--- config.mk ---
export PLATFORM = sky130hd
export DESIGN_NAME = dualband_prescaler
export DESIGN_NICKNAME = d
export VERILOG_FILES = /design/src/rtl/pscl_pkg.sv /design/src/rtl/pscl_div23.sv /design/src/rtl/pscl_bin_chain.sv /design/src/rtl/pscl_mode_ctl.sv /design/src/rtl/dualband_prescaler.sv
export SDC_FILE = /design/constraint.sdc
export NUM_CORES = 1
export LEC_CHECK = 0
export CAP_MARGIN = 30
export CORE_AREA = 2 2 39 41
export DETAILED_ROUTE_END_ITERATION = 8
export DIE_AREA = 0 0 41 43
export PLACE_DENSITY = 0.61
export SYNTH_ARGS = -nofsm -noshare
export SYNTH_HDL_FRONTEND = slang
export SYNTH_SLANG_ARGS = --single-unit
--- constraint.sdc ---
create_clock -name clk -period 2.1 [get_ports clk]
set_input_delay 0.21 -clock clk [delete_from_list [all_inputs] [get_ports clk]]
set_output_delay 0.21 -clock clk [all_outputs]
set_load 0.01 [all_outputs]
--- src/rtl/pscl_pkg.sv ---
package pscl_pkg;

  localparam int unsigned PSCL_DEF_STAGES = 4;

  typedef struct packed {
    logic band;
    logic modc;
  } pscl_sel_t;

  // Division ratio of one output period for a given selection
  function automatic int unsigned pscl_ratio(input logic band, input logic modc,
                                             input int unsigned nsub);
    if (band) return modc ? 3 * nsub : 3 * nsub - 1;
    else      return modc ? 2 * nsub : 2 * nsub + 1;
  endfunction

endpackage

--- src/rtl/pscl_div23.sv ---
// Divide-by-2/3 cell: mode_two=1 gives a two-cycle sub-cycle, 0 gives three.
module pscl_div23 (
  input  logic clk,
  input  logic rst,
  input  logic mode_two,
  output logic sub_tick
);
  logic [1:0] ph_q;

  always_comb begin
    sub_tick = mode_two ? (ph_q == 2'd1) : (ph_q == 2'd2);
  end

  always_ff @(posedge clk) begin
    if (rst)           ph_q <= 2'd0;
    else if (sub_tick) ph_q <= 2'd0;
    else               ph_q <= ph_q + 2'd1;
  end
endmodule

--- src/rtl/pscl_bin_chain.sv ---
// Fixed binary chain of toggle stages advanced once per sub-cycle.
module pscl_bin_chain #(
  parameter int unsigned STAGES = 4
) (
  input  logic              clk,
  input  logic              rst,
  input  logic              adv,
  output logic [STAGES-1:0] cnt,
  output logic              last_sub
);
  logic [STAGES-1:0] carry;

  for (genvar i = 0; i < STAGES; i++) begin : g_stage
    if (i == 0) begin : g_first
      assign carry[i] = adv;
    end else begin : g_next
      assign carry[i] = carry[i-1] & cnt[i-1];
    end

    always_ff @(posedge clk) begin
      if (rst)           cnt[i] <= 1'b0;
      else if (carry[i]) cnt[i] <= ~cnt[i];
    end
  end

  assign last_sub = &cnt;
endmodule

--- src/rtl/pscl_mode_ctl.sv ---
// Captures the selection at period boundaries and forms the 2/3 cell mode.
module pscl_mode_ctl
  import pscl_pkg::*;
(
  input  logic      clk,
  input  logic      rst,
  input  logic      band_sel,
  input  logic      mod_ctl,
  input  logic      cycle_end,
  input  logic      last_sub,
  output pscl_sel_t sel_q,
  output logic      mode_two
);
  logic nand_term;

  always_ff @(posedge clk) begin
    if (rst || cycle_end) begin
      sel_q.band <= band_sel;
      sel_q.modc <= mod_ctl;
    end
  end

  always_comb begin
    // Low only in the last sub-cycle of a swallow period
    nand_term = ~(last_sub & ~sel_q.modc);
    mode_two  = sel_q.band ? ~nand_term : nand_term;
  end
endmodule

--- src/rtl/dualband_prescaler.sv ---
module dualband_prescaler
  import pscl_pkg::*;
#(
  parameter int unsigned STAGES = PSCL_DEF_STAGES
) (
  input  logic clk,
  input  logic rst,
  input  logic band_sel,
  input  logic mod_ctl,
  output logic div_clk,
  output logic term_pulse
);
  logic              mode_two;
  logic              sub_tick;
  logic              last_sub;
  logic              cycle_end;
  logic [STAGES-1:0] sub_cnt;
  pscl_sel_t         sel_q;

  pscl_div23 u_div23 (
    .clk      (clk),
    .rst      (rst),
    .mode_two (mode_two),
    .sub_tick (sub_tick)
  );

  pscl_bin_chain #(.STAGES(STAGES)) u_chain (
    .clk      (clk),
    .rst      (rst),
    .adv      (sub_tick),
    .cnt      (sub_cnt),
    .last_sub (last_sub)
  );

  pscl_mode_ctl u_ctl (
    .clk       (clk),
    .rst       (rst),
    .band_sel  (band_sel),
    .mod_ctl   (mod_ctl),
    .cycle_end (cycle_end),
    .last_sub  (last_sub),
    .sel_q     (sel_q),
    .mode_two  (mode_two)
  );

  assign cycle_end  = sub_tick & last_sub;
  assign term_pulse = cycle_end;
  assign div_clk    = ~sub_cnt[STAGES-1];
endmodule

==> results.md <==
* Sum of overflow across all layers after global routing at 0
* Hold Crit Class: flip-flop to flip-flop
* Width of the die at 41 um
* Number of buffers added for setup after CTS at 0
* Max frequency at around 0.5 GHz
* Combinational cell fraction of total power at 14.5%
* Critical path arrival at roughly 1.8 ns
* Final worst clock skew at 0.00894 ns
* Effective utilization at floorplan at 33.2%
* Synth Instances at 49
* Fraction of the cycle the final worst path needs at 94.0%
* Setup repair after global routing missed its margin: false
* Antenna violations before repair at 0
* Post-DRT Antenna Nets at 0
* Clock-pin slew of the registers on the worst-case setup and hold paths at 0.06 ns
* Number of synthesis warnings at 0
* Die H at around 43 um
* Slew at the pin closest to its max-slew limit at between 0.2 and 0.3 ns
* Commonest non-fill, non-tap cell in the layout: sky130_fd_sc_hd__dfxtp_1
* Most used cells in the layout excluding fill and tap cells: 6 x sky130_fd_sc_hd__dfxtp_1, 5 x sky130_fd_sc_hd__nor2_1, 5 x sky130_fd_sc_hd__clkdlybuf4s50_1, 4 x sky130_fd_sc_hd__xnor2_1, 4 x sky130_fd_sc_hd__nand2_1
* Power density of the placed cells at around 650 nW/um^2
* Maximum number of pins on one net before global-route repair at 9
* Worst-path fanout max at 5
* Io pins at 6
* Routed vias at 372
* Worst-case reg-to-reg path depth at 5
* Reg-to-reg endpoint: u_chain.cnt[1]
* Placeable Area at 1380 sq um
* Longest Clk Path Bufs at 2
* Relative area change from synthesis to final layout at 21.5%
* HPWL after detailed placement at 598 um
* Root buffer cell: sky130_fd_sc_hd__clkbuf_4
* Post-CTS sizing at 0
* P_sw at 0.0923 mW
* Post-route core utilization at 40.3%
* Drc violations at 0
* Post-Syn Area at roughly 460 sq um
* Leakage power at 0.217 nW
* WP data required at 1.89 ns
* Capturing element type of the critical path: primary output
* CTS tree: built
* Run status: completed
* Router iterations before antenna repair at 4
* Share of synthesized area occupied by flip-flops and latches at 39.2%
* Net Sw Frac at 25.6%
* Post-layout net count at 63
* Number of global-route vias before repair at 342
* First-pass GRT wire length at 1380 um
* Routability cong. at around 0.65
* Synthesized net count at 53
* Post-Route Setup TNS at 0 ns
* Worst relative slew slack at just over 80%
* Internal power at 0.268 mW
* Register-to-register setup slack at 0.51 ns
* Source-to-sink clock delay at the later pin of the worst-skew pair at roughly 0.26 ns
* Hold violation count in the final report at 0
* Fin. max-slew vios at 0
* Fraction of final layout cells sized beyond drive strength 1 at 10.3%
* Worst IR drop on VDD at 258 uV
* MaxCap Viol Count at 0
* Number of buffers created by CTS at 3
* Startpoint type of the worst setup path: flip-flop
* Flip-flop and latch count after synthesis at 8
* Number of cells on the worst hold path at 1
* Hold buffer count at CTS at 0
* Number of sinks driven by the clock tree at 8
* Final critical delay including setup and external delays at about 2.0 ns
* Clock Power Share at roughly 37%
* Standard-cell rows at 14
* HP Start: u_div23.ph_q[0]
* Port-buffer cells at 5
* 1st-iter DRT viols at 6
* Origin of the critical flop-to-flop path: u_chain.cnt[1]
* Vias/cell at around 5
* Average cell area after synthesis at 9.37 sq um
* Die area at between 1500 and 2000 sq um
* Endpoint with the worst hold slack: u_div23.ph_q[0]
* Antenna diode instance count at 0
* Global router's overall resource usage at between 10% and 20%
* Maximum level of the CTS H-tree at 1
* Setup violations, final at 0
* Routed wire length per instance at 10.9 um
* Category of the most critical setup path: flip-flop to primary output
* Count of unique library cells instantiated by Yosys at 24
* Fraction of power consumed by sequential logic at 48.8%
* Total Wirelength at 803 um
worst max-delay path, stage by stage, from the launching register on:
cell and delay, ns:
sky130_fd_sc_hd__edfxtp_1 0.48, sky130_fd_sc_hd__xnor2_1 0.19, sky130_fd_sc_hd__nor2_1 0.11, sky130_fd_sc_hd__a21oi_1 0.05, sky130_fd_sc_hd__nor2_1 0.13, sky130_fd_sc_hd__clkdlybuf4s50_1 0.55
metal layers:
metal | GRT usage (%) | share of wire [%] | vias up
li1 | - | - | 189
met1 | 15.2 | 50 | 176
met2 | 15.6 | 46 | 4
met3 | 3.14 | 1.0 | 3
met4 | 10.0 | 2.6 | 0
met5 | 0 | 0 | -
cells in the mapped netlist:
library cell | number | share of area [%]
sky130_fd_sc_hd__dfxtp_1 | 6 | 26
sky130_fd_sc_hd__nor2_1 | 5 | 4.1
sky130_fd_sc_hd__nand2_1 | 4 | 3.3
sky130_fd_sc_hd__xnor2_1 | 4 | 7.6
sky130_fd_sc_hd__mux2i_1 | 3 | 6.5
sky130_fd_sc_hd__nand2b_1 | 3 | 4.1
sky130_fd_sc_hd__nor2b_1 | 3 | 4.1
sky130_fd_sc_hd__a21oi_1 | 2 | 2.2
sky130_fd_sc_hd__edfxtp_1 | 2 | 13
sky130_fd_sc_hd__nor3_1 | 2 | 2.2
sky130_fd_sc_hd__o22ai_1 | 2 | 2.7
sky130_fd_sc_hd__a221oi_1 | 1 | 1.9
sky130_fd_sc_hd__and2b_1 | 1 | 1.6
sky130_fd_sc_hd__and3_4 | 1 | 2.5
sky130_fd_sc_hd__buf_2 | 1 | 1.1
sky130_fd_sc_hd__inv_1 | 1 | 0.82
sky130_fd_sc_hd__mux2_1 | 1 | 2.5
sky130_fd_sc_hd__nor3b_4 | 1 | 4.1
sky130_fd_sc_hd__o211a_1 | 1 | 2.2
sky130_fd_sc_hd__o21a_1 | 1 | 1.6
sky130_fd_sc_hd__o21ai_0 | 1 | 1.1
sky130_fd_sc_hd__or2_1 | 1 | 1.4
sky130_fd_sc_hd__or3_1 | 1 | 1.4
sky130_fd_sc_hd__xor2_1 | 1 | 1.9
state kept, by name, indices dropped and copies added (netlist names):
| signal | count |
|---|---|
| u_ctl.sel_q | 2 |
| u_chain.cnt | 4 |
| u_div23.ph_q | 2 |
worst max-delay path by stage:
| stage | from | end | slack, ns | cells past startpoint |
|---|---|---|---|---|
| CTS | u_ctl.sel_q[0] | term_pulse | 0.12 | 5 |
| global route | u_ctl.sel_q[0] | term_pulse | 0.03 | 5 |
| floorplan | u_chain.cnt[0] | u_chain.cnt[1] | 0.61 | 5 |
| finish | u_ctl.sel_q[0] | term_pulse | 0.13 | 5 |
| global placement | u_ctl.sel_q[0] | term_pulse | 0.44 | 5 |
| detailed placement | u_ctl.sel_q[0] | term_pulse | 0.42 | 5 |
logic make-up after synthesis:
kind of cell | synth area share [%]
multiplexers | 8.99
AND/OR/NAND/NOR | 28.6
buffers and inverters | 1.91
flip-flops | 39.2
XOR/XNOR | 9.54
AO/OA/AOI/OAI | 11.7
power groups by stage:
stage	clock, mW	sequential (mW)	combinational (mW)
6_report	0.132	0.176	0.0523
3_3_place_gp	0	0.179	0.0522
5_1_grt	0.146	0.177	0.0589
4_1_cts	0.136	0.176	0.0525
3_5_place_dp	0	0.179	0.0521
2_1_floorplan	0	0.177	0.0386
layout make-up:
| cell class | count | area (sq um) |
|---|---|---|
| tap | 16 | 20.0 |
| clock buffer | 4 | 26.3 |
| timing repair buffer | 6 | 57.6 |
| inverter | 1 | 3.75 |
| multi-input combinational | 39 | 270 |
| sequential | 8 | 180 |
| fill | 144 | 826 |
metrics by stage:
| stage | setup slack (ns) | area (sq um) | total power, mW | std cells | hold WS [ns] |
|---|---|---|---|---|---|
| 2_1_floorplan | 0.607 | 459 | 0.216 | 49 | 0.279 |
| 3_3_place_gp | 0.439 | 532 | 0.231 | 70 | 0.449 |
| 3_5_place_dp | 0.416 | 532 | 0.231 | 70 | 0.452 |
| 4_1_cts | 0.123 | 558 | 0.365 | 74 | 0.464 |
| 5_1_grt | 0.0332 | 558 | 0.382 | 74 | 0.491 |
| 6_report | 0.127 | 558 | 0.360 | 74 | 0.473 |
Power figures use the tool's default switching activity.
